[config.mk]
export PLATFORM = sky130hd
export DESIGN_NAME = updown_timer
export DESIGN_NICKNAME = d
export VERILOG_FILES = /design/src/rtl/tmr_pkg.sv /design/src/rtl/tmr_core.sv /design/src/rtl/tmr_arr.sv /design/src/rtl/tmr_flag.sv /design/src/rtl/updown_timer.sv
export SDC_FILE = /design/constraint.sdc
export NUM_CORES = 1
export LEC_CHECK = 0
export ABC_AREA = 1
export BUFFER_PORTS_ARGS = -buffer_cell sky130_fd_sc_hd__buf_2
export CORE_ASPECT_RATIO = 1.1
export CORE_MARGIN = 2
export CORE_UTILIZATION = 31
export CTS_BUF_LIST = sky130_fd_sc_hd__clkbuf_8
export CTS_CLUSTER_SIZE = 30
export DETAILED_ROUTE_END_ITERATION = 8
export PLACE_DENSITY_LB_ADDON = 0.05
export SYNTH_ARGS = -nofsm -noshare
export SYNTH_HDL_FRONTEND = slang
export SYNTH_SLANG_ARGS = --single-unit
[constraint.sdc]
create_clock -name clk_i -period 6.6 [get_ports clk_i]
set_input_delay 0.66 -clock clk_i [delete_from_list [all_inputs] [get_ports clk_i]]
set_output_delay 0.66 -clock clk_i [all_outputs]
set_load 0.05 [all_outputs]
[src/rtl/tmr_pkg.sv]
`timescale 1ns/1ps
package tmr_pkg;
  typedef struct packed {
    logic       irq_en;
    logic       remap;
    logic       rsvd;
    logic [1:0] clk_div;
    logic       arr_buf;
    logic [1:0] align;
    logic       dir;
    logic       one_shot;
    logic       src_ovf_only;
    logic       upd_dis;
    logic       run;
  } tmr_ctrl_t;

  localparam int unsigned CTRL_W = $bits(tmr_ctrl_t);

  typedef enum logic [1:0] {
    ADDR_CTRL = 2'd0,
    ADDR_ARR  = 2'd1,
    ADDR_CNT  = 2'd2,
    ADDR_STAT = 2'd3
  } tmr_addr_e;
endpackage

[src/rtl/tmr_core.sv]
`timescale 1ns/1ps
module tmr_core #(
  parameter int unsigned CNT_W = 16
) (
  input  logic             clk_i,
  input  logic             rst_ni,
  input  logic             tick_i,
  input  logic             run_i,
  input  logic             center_i,
  input  logic [CNT_W-1:0] arr_i,
  input  logic [CNT_W-1:0] ug_arr_i,
  input  logic             ug_i,
  input  logic             cnt_we_i,
  input  logic [CNT_W-1:0] cnt_wdata_i,
  input  logic             dir_we_i,
  input  logic             dir_wdata_i,
  output logic [CNT_W-1:0] cnt_o,
  output logic             dir_o,
  output logic             wrap_o
);
  localparam logic [CNT_W-1:0] ONE = {{(CNT_W-1){1'b0}}, 1'b1};

  logic [CNT_W-1:0] cnt_q, cnt_d;
  logic             dir_q, dir_d, wrap;

  always_comb begin
    cnt_d = cnt_q;
    dir_d = dir_q;
    wrap  = 1'b0;
    if (run_i && tick_i && !ug_i) begin
      if (arr_i == '0) begin
        cnt_d = '0;
      end else if (!dir_q) begin
        if (cnt_q >= arr_i) begin
          wrap  = 1'b1;
          cnt_d = center_i ? arr_i - ONE : '0;
          if (center_i) dir_d = 1'b1;
        end else begin
          cnt_d = cnt_q + ONE;
        end
      end else begin
        if (cnt_q == '0) begin
          wrap  = 1'b1;
          cnt_d = center_i ? ONE : arr_i;
          if (center_i) dir_d = 1'b0;
        end else begin
          cnt_d = cnt_q - ONE;
        end
      end
    end
    if (ug_i) begin
      cnt_d = (!center_i && dir_q) ? ug_arr_i : '0;
      if (center_i) dir_d = 1'b0;
    end
    if (cnt_we_i) cnt_d = cnt_wdata_i;
    if (dir_we_i) dir_d = dir_wdata_i;
  end

  always_ff @(posedge clk_i or negedge rst_ni) begin
    if (!rst_ni) begin
      cnt_q <= '0;
      dir_q <= 1'b0;
    end else begin
      cnt_q <= cnt_d;
      dir_q <= dir_d;
    end
  end

  assign cnt_o  = cnt_q;
  assign dir_o  = dir_q;
  assign wrap_o = wrap;
endmodule

[src/rtl/tmr_arr.sv]
`timescale 1ns/1ps
module tmr_arr #(
  parameter int unsigned CNT_W = 16
) (
  input  logic             clk_i,
  input  logic             rst_ni,
  input  logic             we_i,
  input  logic [CNT_W-1:0] wdata_i,
  input  logic             buf_en_i,
  input  logic             load_i,
  output logic [CNT_W-1:0] pre_o,
  output logic [CNT_W-1:0] act_o,
  output logic [CNT_W-1:0] next_act_o
);
  logic [CNT_W-1:0] pre_q, act_q, act_d;

  // value the active limit takes from an update event, before any write
  assign next_act_o = (load_i && buf_en_i) ? pre_q : act_q;

  always_comb begin
    act_d = next_act_o;
    if (we_i && !buf_en_i) act_d = wdata_i;
  end

  always_ff @(posedge clk_i or negedge rst_ni) begin
    if (!rst_ni) begin
      pre_q <= '0;
      act_q <= '0;
    end else begin
      if (we_i) pre_q <= wdata_i;
      act_q <= act_d;
    end
  end

  assign pre_o = pre_q;
  assign act_o = act_q;
endmodule

[src/rtl/tmr_flag.sv]
`timescale 1ns/1ps
module tmr_flag (
  input  logic clk_i,
  input  logic rst_ni,
  input  logic wrap_i,
  input  logic ug_i,
  input  logic upd_dis_i,
  input  logic src_ovf_only_i,
  input  logic clr_we_i,
  input  logic clr_bit_i,
  output logic flag_o,
  output logic dma_o
);
  logic set, flag_q, dma_q;

  assign set = !upd_dis_i && (wrap_i || (ug_i && !src_ovf_only_i));

  always_ff @(posedge clk_i or negedge rst_ni) begin
    if (!rst_ni) begin
      flag_q <= 1'b0;
      dma_q  <= 1'b0;
    end else begin
      flag_q <= set || (flag_q && !(clr_we_i && !clr_bit_i));
      dma_q  <= set;
    end
  end

  assign flag_o = flag_q;
  assign dma_o  = dma_q;
endmodule

[src/rtl/updown_timer.sv]
`timescale 1ns/1ps
module updown_timer
  import tmr_pkg::*;
#(
  parameter int unsigned CNT_W  = 16,
  parameter int unsigned DATA_W = 32
) (
  input  logic              clk_i,
  input  logic              rst_ni,
  input  logic              reg_we_i,
  input  logic [1:0]        reg_addr_i,
  input  logic [DATA_W-1:0] reg_wdata_i,
  output logic [DATA_W-1:0] reg_rdata_o,
  input  logic              tick_i,
  input  logic              ug_i,
  output logic              upd_evt_o,
  output logic              irq_o,
  output logic              dma_req_o
);
  tmr_ctrl_t        ctrl_q, ctrl_wr, ctrl_rd;
  tmr_addr_e        addr;
  logic             ctrl_we, arr_we, cnt_we, stat_we;
  logic             center, wrap, uev, evt_q, dir, flag;
  logic [CNT_W-1:0] cnt, arr_pre, arr_act, arr_next;
  logic             unused_wdata;

  assign addr    = tmr_addr_e'(reg_addr_i);
  assign ctrl_we = reg_we_i && (addr == ADDR_CTRL);
  assign arr_we  = reg_we_i && (addr == ADDR_ARR);
  assign cnt_we  = reg_we_i && (addr == ADDR_CNT);
  assign stat_we = reg_we_i && (addr == ADDR_STAT);
  assign ctrl_wr = tmr_ctrl_t'(reg_wdata_i[CTRL_W-1:0]);
  assign center  = (ctrl_q.align != 2'd0);
  assign uev     = (wrap || ug_i) && !ctrl_q.upd_dis;
  assign unused_wdata = ^reg_wdata_i[DATA_W-1:CTRL_W];

  always_ff @(posedge clk_i or negedge rst_ni) begin
    if (!rst_ni) begin
      ctrl_q <= '0;
      evt_q  <= 1'b0;
    end else begin
      evt_q <= uev;
      if (ctrl_we) begin
        ctrl_q      <= ctrl_wr;
        ctrl_q.rsvd <= 1'b0;
      end else if (uev && ctrl_q.one_shot) begin
        ctrl_q.run  <= 1'b0;
      end
    end
  end

  tmr_core #(.CNT_W(CNT_W)) u_core (
    .clk_i       (clk_i),
    .rst_ni      (rst_ni),
    .tick_i      (tick_i),
    .run_i       (ctrl_q.run),
    .center_i    (center),
    .arr_i       (arr_act),
    .ug_arr_i    (arr_next),
    .ug_i        (ug_i),
    .cnt_we_i    (cnt_we),
    .cnt_wdata_i (reg_wdata_i[CNT_W-1:0]),
    .dir_we_i    (ctrl_we && (ctrl_wr.align == 2'd0)),
    .dir_wdata_i (ctrl_wr.dir),
    .cnt_o       (cnt),
    .dir_o       (dir),
    .wrap_o      (wrap)
  );

  tmr_arr #(.CNT_W(CNT_W)) u_arr (
    .clk_i      (clk_i),
    .rst_ni     (rst_ni),
    .we_i       (arr_we),
    .wdata_i    (reg_wdata_i[CNT_W-1:0]),
    .buf_en_i   (ctrl_q.arr_buf),
    .load_i     (uev),
    .pre_o      (arr_pre),
    .act_o      (arr_act),
    .next_act_o (arr_next)
  );

  tmr_flag u_flag (
    .clk_i          (clk_i),
    .rst_ni         (rst_ni),
    .wrap_i         (wrap),
    .ug_i           (ug_i),
    .upd_dis_i      (ctrl_q.upd_dis),
    .src_ovf_only_i (ctrl_q.src_ovf_only),
    .clr_we_i       (stat_we),
    .clr_bit_i      (reg_wdata_i[0]),
    .flag_o         (flag),
    .dma_o          (dma_req_o)
  );

  always_comb begin
    ctrl_rd      = ctrl_q;
    ctrl_rd.dir  = dir;
    ctrl_rd.rsvd = 1'b0;
    reg_rdata_o  = '0;
    unique case (addr)
      ADDR_CTRL: reg_rdata_o = DATA_W'(ctrl_rd);
      ADDR_ARR:  reg_rdata_o = DATA_W'(arr_pre);
      ADDR_CNT: begin
        reg_rdata_o             = DATA_W'(cnt);
        reg_rdata_o[DATA_W-1]   = ctrl_q.remap && flag;
      end
      ADDR_STAT: reg_rdata_o = DATA_W'(flag);
      default:   reg_rdata_o = '0;
    endcase
  end

  assign upd_evt_o = evt_q;
  assign irq_o     = flag && ctrl_q.irq_en;
endmodule

**After elaboration in Yosys (flattened, before gate mapping)**

Cells that the tools add are included.

- Multiplexer cells: 30
- Reductions and logical operators: 35
- Magnitude comparators: 1
- Equality and inequality tests: 3
- Add/subtract/negate cells: 3

Operators with widths:

| cell | count |
|---|---|
| two-way mux 16 bit | 12 |
| case mux 32 bit (4 select lines) | 1 |
| logical NOT 16 bit | 2 |
| subtractor 16 x 1 -> 16 bit, second input constant | 2 |
| logical AND 1 bit | 18 |
| two-way mux 1 bit | 17 |
| adder 16 x 1 -> 16 bit, second input constant | 1 |
| greater-or-equal comparator 16 bit | 1 |
| logical NOT 1 bit | 7 |
| equality test 2 bit, second input constant | 2 |
| logical NOT 2 bit | 2 |
| nonzero test 2 bit | 2 |
| logical OR 1 bit | 3 |
| nonzero test 3 bit | 1 |
| equality test 2 x 1 -> 1 bit, second input constant | 1 |

- Output and inout port bits: 35
- Flip-flop bits (word level): 63
- Word-level logic and storage cells: 88
- Input bits: 39

**Depth between registers and ports, before layout**

- Depth in word-level cells: 12
- Gate-level depth with buffers: 20

**Cells and area by module**

A second synthesis with hierarchy kept.

- Cells, all modules: 1038
- Area, all modules: 6236.0 um2

By module, submodules not included:

| module | cells each | instances | sequential area each (um2) | area each (um2) |
|---|---|---|---|---|
| tmr_core | 670 | 1 | 425.4 | 3532.1 |
| tmr_arr | 207 | 1 | 800.8 | 1629.1 |
| updown_timer | 149 | 1 | 300.3 | 984.7 |
| tmr_flag | 12 | 1 | 50.0 | 90.1 |

**Worst setup path after synthesis**

OpenSTA, ideal clock, no wires.

- Kind: in2out
- Start point: in reg_addr_i[0]
- End point: out reg_rdata_o[11]
- Path slack: 3.882 ns
- Data required time: 5.940 ns
- Data arrival time: 2.058 ns
- Stages on the path: 5
- Path through: inv_1 -> nor2_1 -> inv_1 -> clkbuf_1 -> o221ai_1

- Longest elaborated chain between the ends: 2

Ends and longest elaborated chain:

| what | RTL line | RTL |
|---|---|---|
| start, declared | updown_timer.sv:11 | `input logic [1:0] reg_addr_i,` |
| equality test 2 bit, or another cell as far along | updown_timer.sv:100 | `unique case (addr)` |
| case mux 32 bit (4 select lines) (*) | updown_timer.sv:100 |  |
| end, declared | updown_timer.sv:13 | `output logic [DATA_W-1:0] reg_rdata_o,` |

Every way passes the cells marked *; elsewhere a longest branch is shown, timed or not. The select of a mux whose other input is x is not followed.

**Worst setup path after layout**

- Start point: reg u_arr.act_q[13], in the netlist u_arr.act_o[13]
- End point: reg u_core.cnt_q[14], in the netlist u_core.cnt_o[14]

- Longest elaborated chain between the ends: 12

Ends and longest elaborated chain:

| what | RTL line | RTL |
|---|---|---|
| start, declared | tmr_arr.sv:15 | `logic [CNT_W-1:0] pre_q, act_q, act_d;` |
| start signal, assigned | tmr_arr.sv:31 | `act_q <= act_d;` |
| greater-or-equal comparator 16 bit | tmr_core.sv:34 | `if (cnt_q >= arr_i) begin` |
| two-way mux 1 bit | tmr_core.sv:34 |  |
| two-way mux 1 bit | tmr_core.sv:33 | `end else if (!dir_q) begin` |
| two-way mux 1 bit | tmr_core.sv:31 | `if (arr_i == '0) begin` |
| two-way mux 1 bit | tmr_core.sv:30 | `if (run_i && tick_i && !ug_i) begin` |
| logical OR 1 bit | updown_timer.sv:34 | `assign uev = (wrap \|\| ug_i) && !ctrl_q.upd_dis;` |
| logical AND 1 bit | updown_timer.sv:34 |  |
| logical AND 1 bit | tmr_arr.sv:18 | `assign next_act_o = (load_i && buf_en_i) ? pre_q : act_q;` |
| two-way mux 16 bit | tmr_arr.sv:18 |  |
| two-way mux 16 bit | tmr_core.sv:52 | `cnt_d = (!center_i && dir_q) ? ug_arr_i : '0;` |
| two-way mux 16 bit (*) | tmr_core.sv:51 | `if (ug_i) begin` |
| two-way mux 16 bit (*) | tmr_core.sv:55 | `if (cnt_we_i) cnt_d = cnt_wdata_i;` |
| end signal, assigned | tmr_core.sv:64 | `cnt_q <= cnt_d;` |
| end, declared | tmr_core.sv:23 | `logic [CNT_W-1:0] cnt_q, cnt_d;` |

Marks and branches as above.
A chain may end at the register's enable or synchronous reset.

==> flow_summary.ini <==
[clock_tree]
cts_buffer_depth = 2
cts_resized = 0
cts_tree = yes
postCtsSetupRepairBufs = 0
cts.sinks = 63
clk_pin_slew_ns = 0.08
cts_max_level = 3
cts_root_buf = clkbuf_8
clk_latency_ns = 0.36
cts_buffers = 9
cts_hold_buf = 0

[min_path]
hp-start = u_arr.pre_o[0]$_DFFE_PN0P_
min_to = u_arr.pre_o[0]$_DFFE_PN0P_
hold_path_depth = 2
hp-class = reg -> reg

[status]
run_status = finished clean

[critical_path]
worst_path_most_repeated_cell = nand2_1
cp.depth = 14
crit_fanout = 27
reg2regPathDepth = 14
crit_type = reg -> reg
crit_path_end_kind = register
max_stage_delay_ns = 0.59
worstPathRequired_ns = 6.85
rrSetupSlack_ns = 3.50
r2r-end = u_core.cnt_o[14]$_DFFE_PN0P_
startpoint_type = register
r2r-start = u_arr.act_o[13]$_DFF_PN0_
cp_top_family = simple AND/OR/NAND/NOR gates
worstPathCellList = inv_1 > ha_1 > a21oi_1 > o21ai_0 > nor2_1 > nand2_1 > inv_1 > nand2_1 > nand2_1 > nand2_1 > a21oi_1 > nand2_1 > nand2_1 > nand2_1
worstPathArrival_ns = 3.36
cp_num_buf_inv = 2
slowest_stage = nand2_1

[timing]
relSlewSlack_pct = 33.3
fin_tns_setup_ns = 0
tightest_slew_ns = 0.997
setup_viol = 0
post-route-period-util_pct = 47.0
finalHoldViolCount = 0
rsz0062_at_grt = no
min_period_ns = 3.10
fin_skew_ns = 0.00840
drv_slew = 0
clock.fmax_mhz = 322

[floorplan]
io_pins = 74
initial_core_util_pct = 31.6
die_x_um = 132
dieArea_sq_um = 19200
rows = 51
die_h_um = 145
coreArea_sq_um = 17700

[yosys]
synth_ff_type = dfrtp_1
yosysUniqueCellTypes = 39
netlist_area_sq_um = 5600
yosysWarnings = 0
synthArstFlopShare_pct = 100
yosysSeqAreaShare_pct = 28.1
ys_ff_latch = 63
syn_inst = 835
syn_avg_cell_area_sq_um = 6.71
synth_edf_count = 0

[placed_design]
place.gp.congestion = 0.900
dpl.hpwl_um = 14800
portBuffers = 42

[layout]
drive_gt1_share_pct = 12.9
fin_nets = 913
fin_util_pct = 34.3
diodes = 0
num-fill-cells = 2020
synthToLayoutAreaGrowth_pct = 8.57

[route]
num_vias = 5480
viasPerCell = 4.99
routed_wl_um = 19700
drc = 0
drt_first_pass_iters = 5
drt_iter0_drc = 479
routedWlPerCell_um = 17.9
final_antenna_net_count = 0

[grt]
grt_pass1_vias = 5510
grt_max_degree = 64
track_usage_pct = 21.1
grt_first_pass_wirelength_um = 31500
antenna_found_initial = 0
overflow = 0

[run]
max_cap_violations = 0

[pwr]
power_mw = 2.07
p_leak_nw = 3.07
ir_drop_mv = 0.122
power_density_nw_per_um2 = 339
[layout by cell type, fill, tap and decap left out, types with 3 or more instances in the layout]
master    count
nor3_1        6
o21ai_1       3
o22ai_1       4
nand2_1     207
nand3_1      49
o221ai_1     11
nor2_1       51
nor2_4        7
nand4_1      26
nand3_2       7
inv_2        10
o211ai_1      6
buf_4         4
inv_1       109
dfrtp_1      63
a21oi_1      73
clkbuf_8      9
xor2_1       29
nor2_2        5
nand2_4      12
conb_1       15
nor3_2        3
ha_1         19
clkinv_2      4
buf_2        42
o21ai_0      68
[cell type report]
cell class | instances | area, sq um | share of cell area, %
multi-input cells | 613 | 3310 | 54.4
clock inverters | 7 | 65.1 | 1.07
repair buffers | 47 | 255 | 4.19
inverters | 121 | 458 | 7.53
well taps | 238 | 298 | 4.89
flip-flops and latches | 63 | 1580 | 25.9
clock buffers | 9 | 124 | 2.04
[per-stage QoR]
| step | cells | area (sq um) | hold slack, ns | worst slack, ns |
|---|---|---|---|---|
| after detailed placement | 1081 | 5880 | 0.475 | 3.39 |
| after floorplan | 849 | 5660 | 0.364 | 3.88 |
| after CTS | 1097 | 6070 | 0.494 | 3.51 |
| after global placement | 1081 | 5880 | 0.469 | 3.40 |
| after global routing | 1098 | 6080 | 0.512 | 3.20 |
| final | 1098 | 6080 | 0.492 | 3.50 |
[cell usage after synthesis, types with 16 or more instances]
cell type	n	area [sq um]
clkbuf_1	24	90.1
buf_4	16	120
nor2_1	52	195
inv_1	108	405
o21ai_0	68	340
nand2_1	207	777
nand3_1	49	245
nand4_1	26	163
xor2_1	29	254
a21oi_1	73	365
dfrtp_1	63	1580
ha_1	19	238
[registers in the layout (all words and copies together), names as in the netlist]
name           count
ctrl_q            11
u_arr.act_o       16
u_arr.pre_o       16
u_core.cnt_o      16
u_core.dir_o       1
u_flag.dma_o       1
u_flag.flag_o      1
upd_evt_o          1
[kinds of logic after synthesis]
kind of cell    synth area share [%]
compound gates                  16.1
flops                           28.1
xor+xnor                        4.69
buf+inv                         13.8
other cells                   0.0669
fa+ha+maj                       4.24
simple gates                    32.9
[power breakdown]
part           total [mW]  leakage [nW]  switching [mW]  internal [mW]
clock               0.341         0.100           0.169          0.172
combinational        1.08          2.20           0.732          0.348
sequential          0.645         0.769           0.160          0.485
total                2.07          3.07            1.06           1.00
[worst min-delay path: cells and delay by family, from the launching register on]
kind / cells / cell delay [ns]
compound gates: 1 / 0.06
flops: 1 / 0.35
simple gates: 1 / 0.05
[worst max path at each step]
stage                                    startpoint                            to  slack [ns]
after detailed placement              reg_addr_i[1]  u_core.cnt_o[13]$_DFFE_PN0P_        3.39
after floorplan                       reg_addr_i[0]               reg_rdata_o[11]        3.88
after global routing       u_arr.act_o[7]$_DFF_PN0_  u_core.cnt_o[14]$_DFFE_PN0P_        3.20
after CTS                 u_arr.act_o[13]$_DFF_PN0_  u_core.cnt_o[14]$_DFFE_PN0P_        3.51
final                     u_arr.act_o[13]$_DFF_PN0_  u_core.cnt_o[14]$_DFFE_PN0P_        3.50
after global placement                reg_addr_i[1]   u_core.cnt_o[2]$_DFFE_PN0P_        3.40
[layer usage]
metal / up-vias / share of wire, % / GRT usage [%]
li1: 2727 / - / -
met1: 2555 / 49 / 30.5
met2: 186 / 44 / 33.3
met3: 12 / 5.7 / 2.69
met4: 0 / 1.1 / 5.05
met5: - / 0 / 0
(Power assumes the default switching activity.)
